<file path="config.mk">
export PLATFORM = sky130hd
export DESIGN_NAME = sram_addr_ctrl
export DESIGN_NICKNAME = d
export VERILOG_FILES = /design/src/rtl/sram_ctl_pkg.sv /design/src/rtl/sram_cmd_decode.sv /design/src/rtl/sram_burst_seq.sv /design/src/rtl/sram_addr_ctrl.sv
export SDC_FILE = /design/constraint.sdc
export NUM_CORES = 1
export LEC_CHECK = 0
export ABC_AREA = 1
export BUFFER_PORTS_ARGS = -buffer_cell sky130_fd_sc_hd__buf_2
export CORE_ASPECT_RATIO = 0.9
export CORE_MARGIN = 3
export CORE_UTILIZATION = 46
export DETAILED_ROUTE_END_ITERATION = 8
export GPL_TIMING_DRIVEN = 0
export HOLD_SLACK_MARGIN = 0.02
export PLACE_DENSITY = 0.88
export SETUP_SLACK_MARGIN = 0.02
export SYNTH_ARGS = -nofsm -noshare
export SYNTH_HDL_FRONTEND = slang
export SYNTH_SLANG_ARGS = --single-unit
</file>
<file path="constraint.sdc">
create_clock -name clk -period 0.96 [get_ports clk]
set_clock_uncertainty 0.05 [all_clocks]
set_input_delay 0.048 -clock clk [delete_from_list [all_inputs] [get_ports clk]]
set_output_delay 0.048 -clock clk [all_outputs]
set_load 0.005 [all_outputs]
</file>
<file path="src/rtl/sram_ctl_pkg.sv">
package sram_ctl_pkg;

    localparam int BURST_W = 2;

    typedef enum logic [2:0] {
        CMD_IDLE,
        CMD_SNOOZE,
        CMD_LOAD_PS,
        CMD_LOAD_CS,
        CMD_STEP,
        CMD_WAIT
    } cmd_e;

    typedef struct packed {
        logic [BURST_W-1:0] cnt;
        logic               mode;
        logic               sel;
        logic               wr;
        logic               valid;
        logic               stby;
    } ctl_t;

endpackage

</file>
<file path="src/rtl/sram_cmd_decode.sv">
module sram_cmd_decode
    import sram_ctl_pkg::*;
(
    input  logic clk,
    input  logic rst,
    input  logic ce_gate_n,
    input  logic ce_lo_n,
    input  logic ce_hi,
    input  logic ps_n,
    input  logic cs_n,
    input  logic adv_n,
    input  logic snooze_i,
    input  logic sel_q,
    output cmd_e cmd,
    output logic enables_ok
);

    logic ps_qual;

    always_comb begin
        ps_qual    = !ps_n && !ce_gate_n;
        enables_ok = !ce_gate_n && !ce_lo_n && ce_hi;
        if (snooze_i) begin
            cmd = CMD_SNOOZE;
        end else if (ps_qual) begin
            cmd = CMD_LOAD_PS;
        end else if (!cs_n) begin
            cmd = CMD_LOAD_CS;
        end else if (sel_q && !adv_n) begin
            cmd = CMD_STEP;
        end else if (sel_q) begin
            cmd = CMD_WAIT;
        end else begin
            cmd = CMD_IDLE;
        end
    end

    AST_GATED_PS_IGNORED: assert property (@(posedge clk) disable iff (rst)
        (ce_gate_n && ps_n == 1'b0 && cs_n && !snooze_i) |-> (cmd != CMD_LOAD_PS && cmd != CMD_LOAD_CS))
        else $error("gated processor strobe started a load");

    AST_PS_PRIORITY: assert property (@(posedge clk) disable iff (rst)
        (!ps_n && !ce_gate_n && !cs_n && !snooze_i) |-> (cmd == CMD_LOAD_PS))
        else $error("controller strobe beat processor strobe");

endmodule

</file>
<file path="src/rtl/sram_burst_seq.sv">
module sram_burst_seq
    import sram_ctl_pkg::*;
(
    input  logic [BURST_W-1:0] start,
    input  logic [BURST_W-1:0] cnt,
    input  logic               mode,
    output logic [BURST_W-1:0] low_addr,
    output logic [BURST_W-1:0] cnt_inc
);

    logic [BURST_W-1:0] lin_addr;
    logic [BURST_W-1:0] ilv_addr;

    always_comb begin
        cnt_inc  = cnt + BURST_W'(1);
        lin_addr = start + cnt;
        ilv_addr = start ^ cnt;
        low_addr = mode ? ilv_addr : lin_addr;
    end

endmodule

</file>
<file path="src/rtl/sram_addr_ctrl.sv">
module sram_addr_ctrl
    import sram_ctl_pkg::*;
#(
    parameter int ADDR_W = 18
) (
    input  logic              clk,
    input  logic              rst,
    input  logic [ADDR_W-1:0] addr_i,
    input  logic              ce_gate_n,
    input  logic              ce_lo_n,
    input  logic              ce_hi,
    input  logic              ps_n,
    input  logic              cs_n,
    input  logic              adv_n,
    input  logic              wr_n,
    input  logic              burst_mode_i,
    input  logic              snooze_i,
    output logic [ADDR_W-1:0] word_addr_o,
    output logic              valid_o,
    output logic              is_write_o,
    output logic              standby_o
);

    localparam int UPPER_W = ADDR_W - BURST_W;

    typedef struct packed {
        logic [ADDR_W-1:0] base;
        ctl_t              ctl;
    } state_t;

    state_t state_d, state_q;

    cmd_e               cmd;
    logic               enables_ok;
    logic [BURST_W-1:0] low_addr;
    logic [BURST_W-1:0] cnt_inc;

    sram_cmd_decode u_decode (
        .clk        (clk),
        .rst        (rst),
        .ce_gate_n  (ce_gate_n),
        .ce_lo_n    (ce_lo_n),
        .ce_hi      (ce_hi),
        .ps_n       (ps_n),
        .cs_n       (cs_n),
        .adv_n      (adv_n),
        .snooze_i   (snooze_i),
        .sel_q      (state_q.ctl.sel),
        .cmd        (cmd),
        .enables_ok (enables_ok)
    );

    sram_burst_seq u_seq (
        .start    (state_q.base[BURST_W-1:0]),
        .cnt      (state_q.ctl.cnt),
        .mode     (state_q.ctl.mode),
        .low_addr (low_addr),
        .cnt_inc  (cnt_inc)
    );

    always_comb begin
        state_d           = state_q;
        state_d.ctl.valid = 1'b0;
        state_d.ctl.stby  = 1'b0;
        unique case (cmd)
            CMD_SNOOZE: begin
                state_d.ctl.stby = 1'b1;
                state_d.ctl.sel  = 1'b0;
            end
            CMD_LOAD_PS: begin
                state_d.base      = addr_i;
                state_d.ctl.cnt   = '0;
                state_d.ctl.mode  = burst_mode_i;
                state_d.ctl.sel   = enables_ok;
                state_d.ctl.wr    = 1'b0;
                state_d.ctl.valid = enables_ok;
            end
            CMD_LOAD_CS: begin
                state_d.base      = addr_i;
                state_d.ctl.cnt   = '0;
                state_d.ctl.mode  = burst_mode_i;
                state_d.ctl.sel   = enables_ok;
                state_d.ctl.wr    = !wr_n;
                state_d.ctl.valid = enables_ok;
            end
            CMD_STEP: begin
                state_d.ctl.cnt   = cnt_inc;
                state_d.ctl.valid = 1'b1;
            end
            CMD_WAIT: begin
                state_d.ctl.valid = 1'b0;
            end
            default: begin
                state_d.ctl.valid = 1'b0;
            end
        endcase
        if (rst) begin
            state_d = '0;
        end
    end

    always_ff @(posedge clk) begin
        state_q <= state_d;
    end

    always_comb begin
        word_addr_o = {state_q.base[ADDR_W-1:BURST_W], low_addr};
        valid_o     = state_q.ctl.valid;
        is_write_o  = state_q.ctl.wr;
        standby_o   = state_q.ctl.stby;
    end

    AST_SNOOZE_BLOCKS: assert property (@(posedge clk) disable iff (rst)
        snooze_i |=> (standby_o && !valid_o))
        else $error("cycle issued during standby");

    AST_PS_IS_READ: assert property (@(posedge clk) disable iff (rst)
        (!ps_n && !ce_gate_n && !snooze_i) |=> (!is_write_o && word_addr_o == $past(addr_i)))
        else $error("processor strobe did not start a read");

    AST_WAIT_HOLDS: assert property (@(posedge clk) disable iff (rst)
        (state_q.ctl.sel && !snooze_i && cs_n && (ps_n || ce_gate_n) && adv_n)
        |=> ($stable(word_addr_o) && !valid_o))
        else $error("wait cycle moved the address");

    AST_UPPER_FIXED: assert property (@(posedge clk) disable iff (rst)
        (state_q.ctl.sel && !snooze_i && cs_n && (ps_n || ce_gate_n) && !adv_n)
        |=> (valid_o && word_addr_o[ADDR_W-1:BURST_W] == $past(word_addr_o[ADDR_W-1:BURST_W])))
        else $error("upper address bits changed in a burst");

    AST_DESEL_ADV_NOP: assert property (@(posedge clk) disable iff (rst)
        (!state_q.ctl.sel && !snooze_i && cs_n && (ps_n || ce_gate_n))
        |=> (!valid_o && $stable(word_addr_o)))
        else $error("advance acted while deselected");

    AST_VALID_NEEDS_SEL: assert property (@(posedge clk) disable iff (rst)
        (!snooze_i && !enables_ok && (!cs_n || (!ps_n && !ce_gate_n))) |=> !valid_o)
        else $error("load with missing enable produced a cycle");

    initial begin
        assert (UPPER_W >= 1) else $error("ADDR_W too small");
    end

endmodule

</file>
==> run_results.csv <==
group,metric,value,unit
global_routing,grt_pass1_vias,1202,
setup_path,crit_fanout,2,
yosys,ys.flop_type,"dfxtp_1",
routing,routed_wl,3534,um
timing,whs,0.02483,ns
routing,drtPass1Iterations,4,
placement,gp_congestion,0.7599,
finish,syn_to_final_growth,59.06,%
floorplanning,start_util,50.39,%
finish,drive_gt1_share,52.43,%
routing,top_layer_used,"met4",
routing,wl_per_cell,15.17,um
yosys,yosys.area_share.xor_xnor,2.305,%
clocking,path_clk_slew,0.14,ns
flow_run,maxCapViolCount,0,
power,switchingPower,551.9,uW
routing,ant_nets,0,
floorplanning,die_height,53.23,um
floorplanning,std_cell_rows,16,
yosys,synth_top_family_by_area,"simple AND/OR/NAND/NOR gates",
clocking,cts_buffers,3,
yosys,postSynthAreaPerCell,8.142,um2
timing,max_freq,703.6,MHz
power,p_sw_share,26.74,%
yosys,synth.mux.area_fraction,0,%
yosys,yosys.area_share.adder,1.098,%
finish,fill_cells,143,
power,seq_power_share,54.7,%
outcome,status,"finished, violations left",
power,clkPwrFrac,23.6,%
placement,dp_hpwl,1883,um
global_routing,grt_use_total,20.32,%
clocking,cts_max_level,1,
yosys,synth-simple-area-share,19.32,%
yosys,synth-seq-area-share,43.91,%
timing,setup_ws,-0.4612,ns
floorplanning,ios,50,
timing,period_share,148.0,%
routing,vias,1167,
finish,multiInputGateArea,499.2,um2
setup_path,setup.worst_path.class,"flop to output port",
routing,via_per_inst,5.009,
routing,route.detailed.drc,0,
finish,num-nets-final,237,
power,power_frac_comb,21.6,%
finish,regArea,524.3,um2
timing,maxSlewHeadroom,65.64,%
finish,num_antenna_cells,0,
clocking,clock_sinks,25,
floorplanning,fp.dieW,58.47,um
yosys,synth-edff-count,0,
power,ir_worst_vdd,925.5,uV
setup_path,critPathArrivalTime,1.32,ns
yosys,syn_inst,140,
yosys,synth_fp_nets,170,
global_routing,grt_pass1_wl,4905,um
yosys,async_flop_share,0,%
outcome,violations,"negative setup slack",
clocking,cts_tree,"built",
timing,slew_viol_final,0,
timing,rsz0062_at_grt,"true",
clocking,clock-root-buffer,"clkbuf_4",
yosys,synth.distinct_cells,21,
yosys,syn_area,1140,um2
clocking,clk_latency,0.33,ns
finish,layout_common_cells,"40 x nand2_1, 33 x buf_2, 26 x dlygate4sd3_1, 22 x buf_6, 19 x dfxtp_2",
timing,worst_pin_slew,0.5155,ns
routing,wl_met3,175,um
routing,wl_met1,1351,um
setup_path,cp-end-kind,"output port",
setup_path,required,0.86,ns
power,intPower,1512,uW
power,powerDensity,1138,nW/um2
finish,post-route-util,80.14,%
power,p_leak,0.0007781,uW
routing,dr_wl_met2,1928,um
floorplanning,die_area,3112,um2
placement,place.port_buffers,48,
yosys,synth-compound-area-share,15.37,%
yosys,yosysWarnings,0,
worst_hold_path,worst_hold_path_type,"primary input to flop",
setup_path,start_kind,"flop",
clocking,clockBufferDepth,2,
timing,period_needed,1.421,ns
timing,setup_violations,4,
finish,layout_commonest_cell,"nand2_1",
yosys,ys_ff_latch,25,
global_routing,grt_max_degree,14,
routing,drt_iter0_drc,30,
floorplanning,core,2262,um2
global_routing,overflow,0,
global_routing,grt_antenna_before_repair,0,
timing,finalHoldViolCount,0,
## registers in the layout, summed over array words and instances (netlist names)
name,cells
is_write_o,1
state_q,6
valid_o,1
standby_o,1
word_addr_o,16
## power groups by stage
stage | registers (uW) | clock network [uW] | logic (uW)
floorplan | 1130 | 0 | 202
global placement | 1130 | 0 | 319
detailed placement | 1130 | 0 | 331
CTS | 1120 | 473 | 409
global route | 1140 | 531 | 480
finish | 1130 | 488 | 447
## cell families (layout without fill, tap and decap cells)
kind of cell / after synthesis / after routing
XOR/XNOR: 3 / 3
AND/OR/NAND/NOR: 54 / 54
adder cells (fa/ha/maj): 1 / 1
AO/OA/AOI/OAI: 26 / 26
buffers and inverters: 31 / 97
flip-flops: 25 / 25
## area by class of cell
| class | instances | share of cell area (%) |
|---|---|---|
| Buffer | 7 | 3.244 |
| Clock buffer | 4 | 1.449 |
| Inverter | 8 | 1.656 |
| Multi-Input combinational cell | 84 | 27.54 |
| Sequential cell | 25 | 28.92 |
| Tap cell | 27 | 1.863 |
| Timing Repair Buffer | 78 | 35.33 |
## what timing repair did
action	4_1_cts	5_1_grt
hold endpoints to repair	25	1
resized for setup	37	20
pin swaps	3	11
setup buffers	2	2
hold buffers	26	1
endpoints found under the setup margin	21	26
## critical path, stage by stage (launching register included)
cell and delay (ns):
dfxtp_2 0.39, ha_4 0.14, inv_2 0.04, nor2_4 0.10, xor2_1 0.16, inv_1 0.05
buf_2 0.12
## synthesized netlist by cell type (2+ instances only)
master	n	share of area, %
a21oi_1	15	6.6
a21oi_2	9	6.9
buf_2	2	0.88
buf_4	17	11
buf_6	3	3.0
dfxtp_1	25	44
inv_1	6	2.0
inv_2	2	0.66
nand2_1	40	13
nand3_1	5	2.2
nor2_1	5	1.6
xor2_1	2	1.5
## metrics by stage
step	power [uW]	TNS, ns	std cells	setup WS, ns	area, um2
after floorplan	1329	0	140	0.04420	1140
after global placement	1449	-0.1700	215	-0.1262	1414
after detailed placement	1463	-0.7262	215	-0.1962	1414
after CTS	2006	-4.763	231	-0.4309	1724
after global routing	2147	-1.022	233	-0.5125	1813
final	2064	-0.8703	233	-0.4612	1813
## path summary, 6_finish.rpt
| path | from | end | slack, ns | depth (start not counted) |
|---|---|---|---|---|
| max | state_q[5] | word_addr_o[1] | -0.46 | 6 |
| min | snooze_i | is_write_o | 0.02 | 4 |
| max reg2reg | state_q[5] | state_q[6] | -0.13 | 5 |
| min reg2reg | word_addr_o[4] | word_addr_o[4] | 0.44 | 2 |
## layer usage
metal / vias up / track usage [%]
met5: - / 0
met1: 552 / 23.45
li1: 561 / -
met4: 0 / 8.494
met2: 46 / 38.48
met3: 8 / 1.220
(Power assumes the default switching activity.)
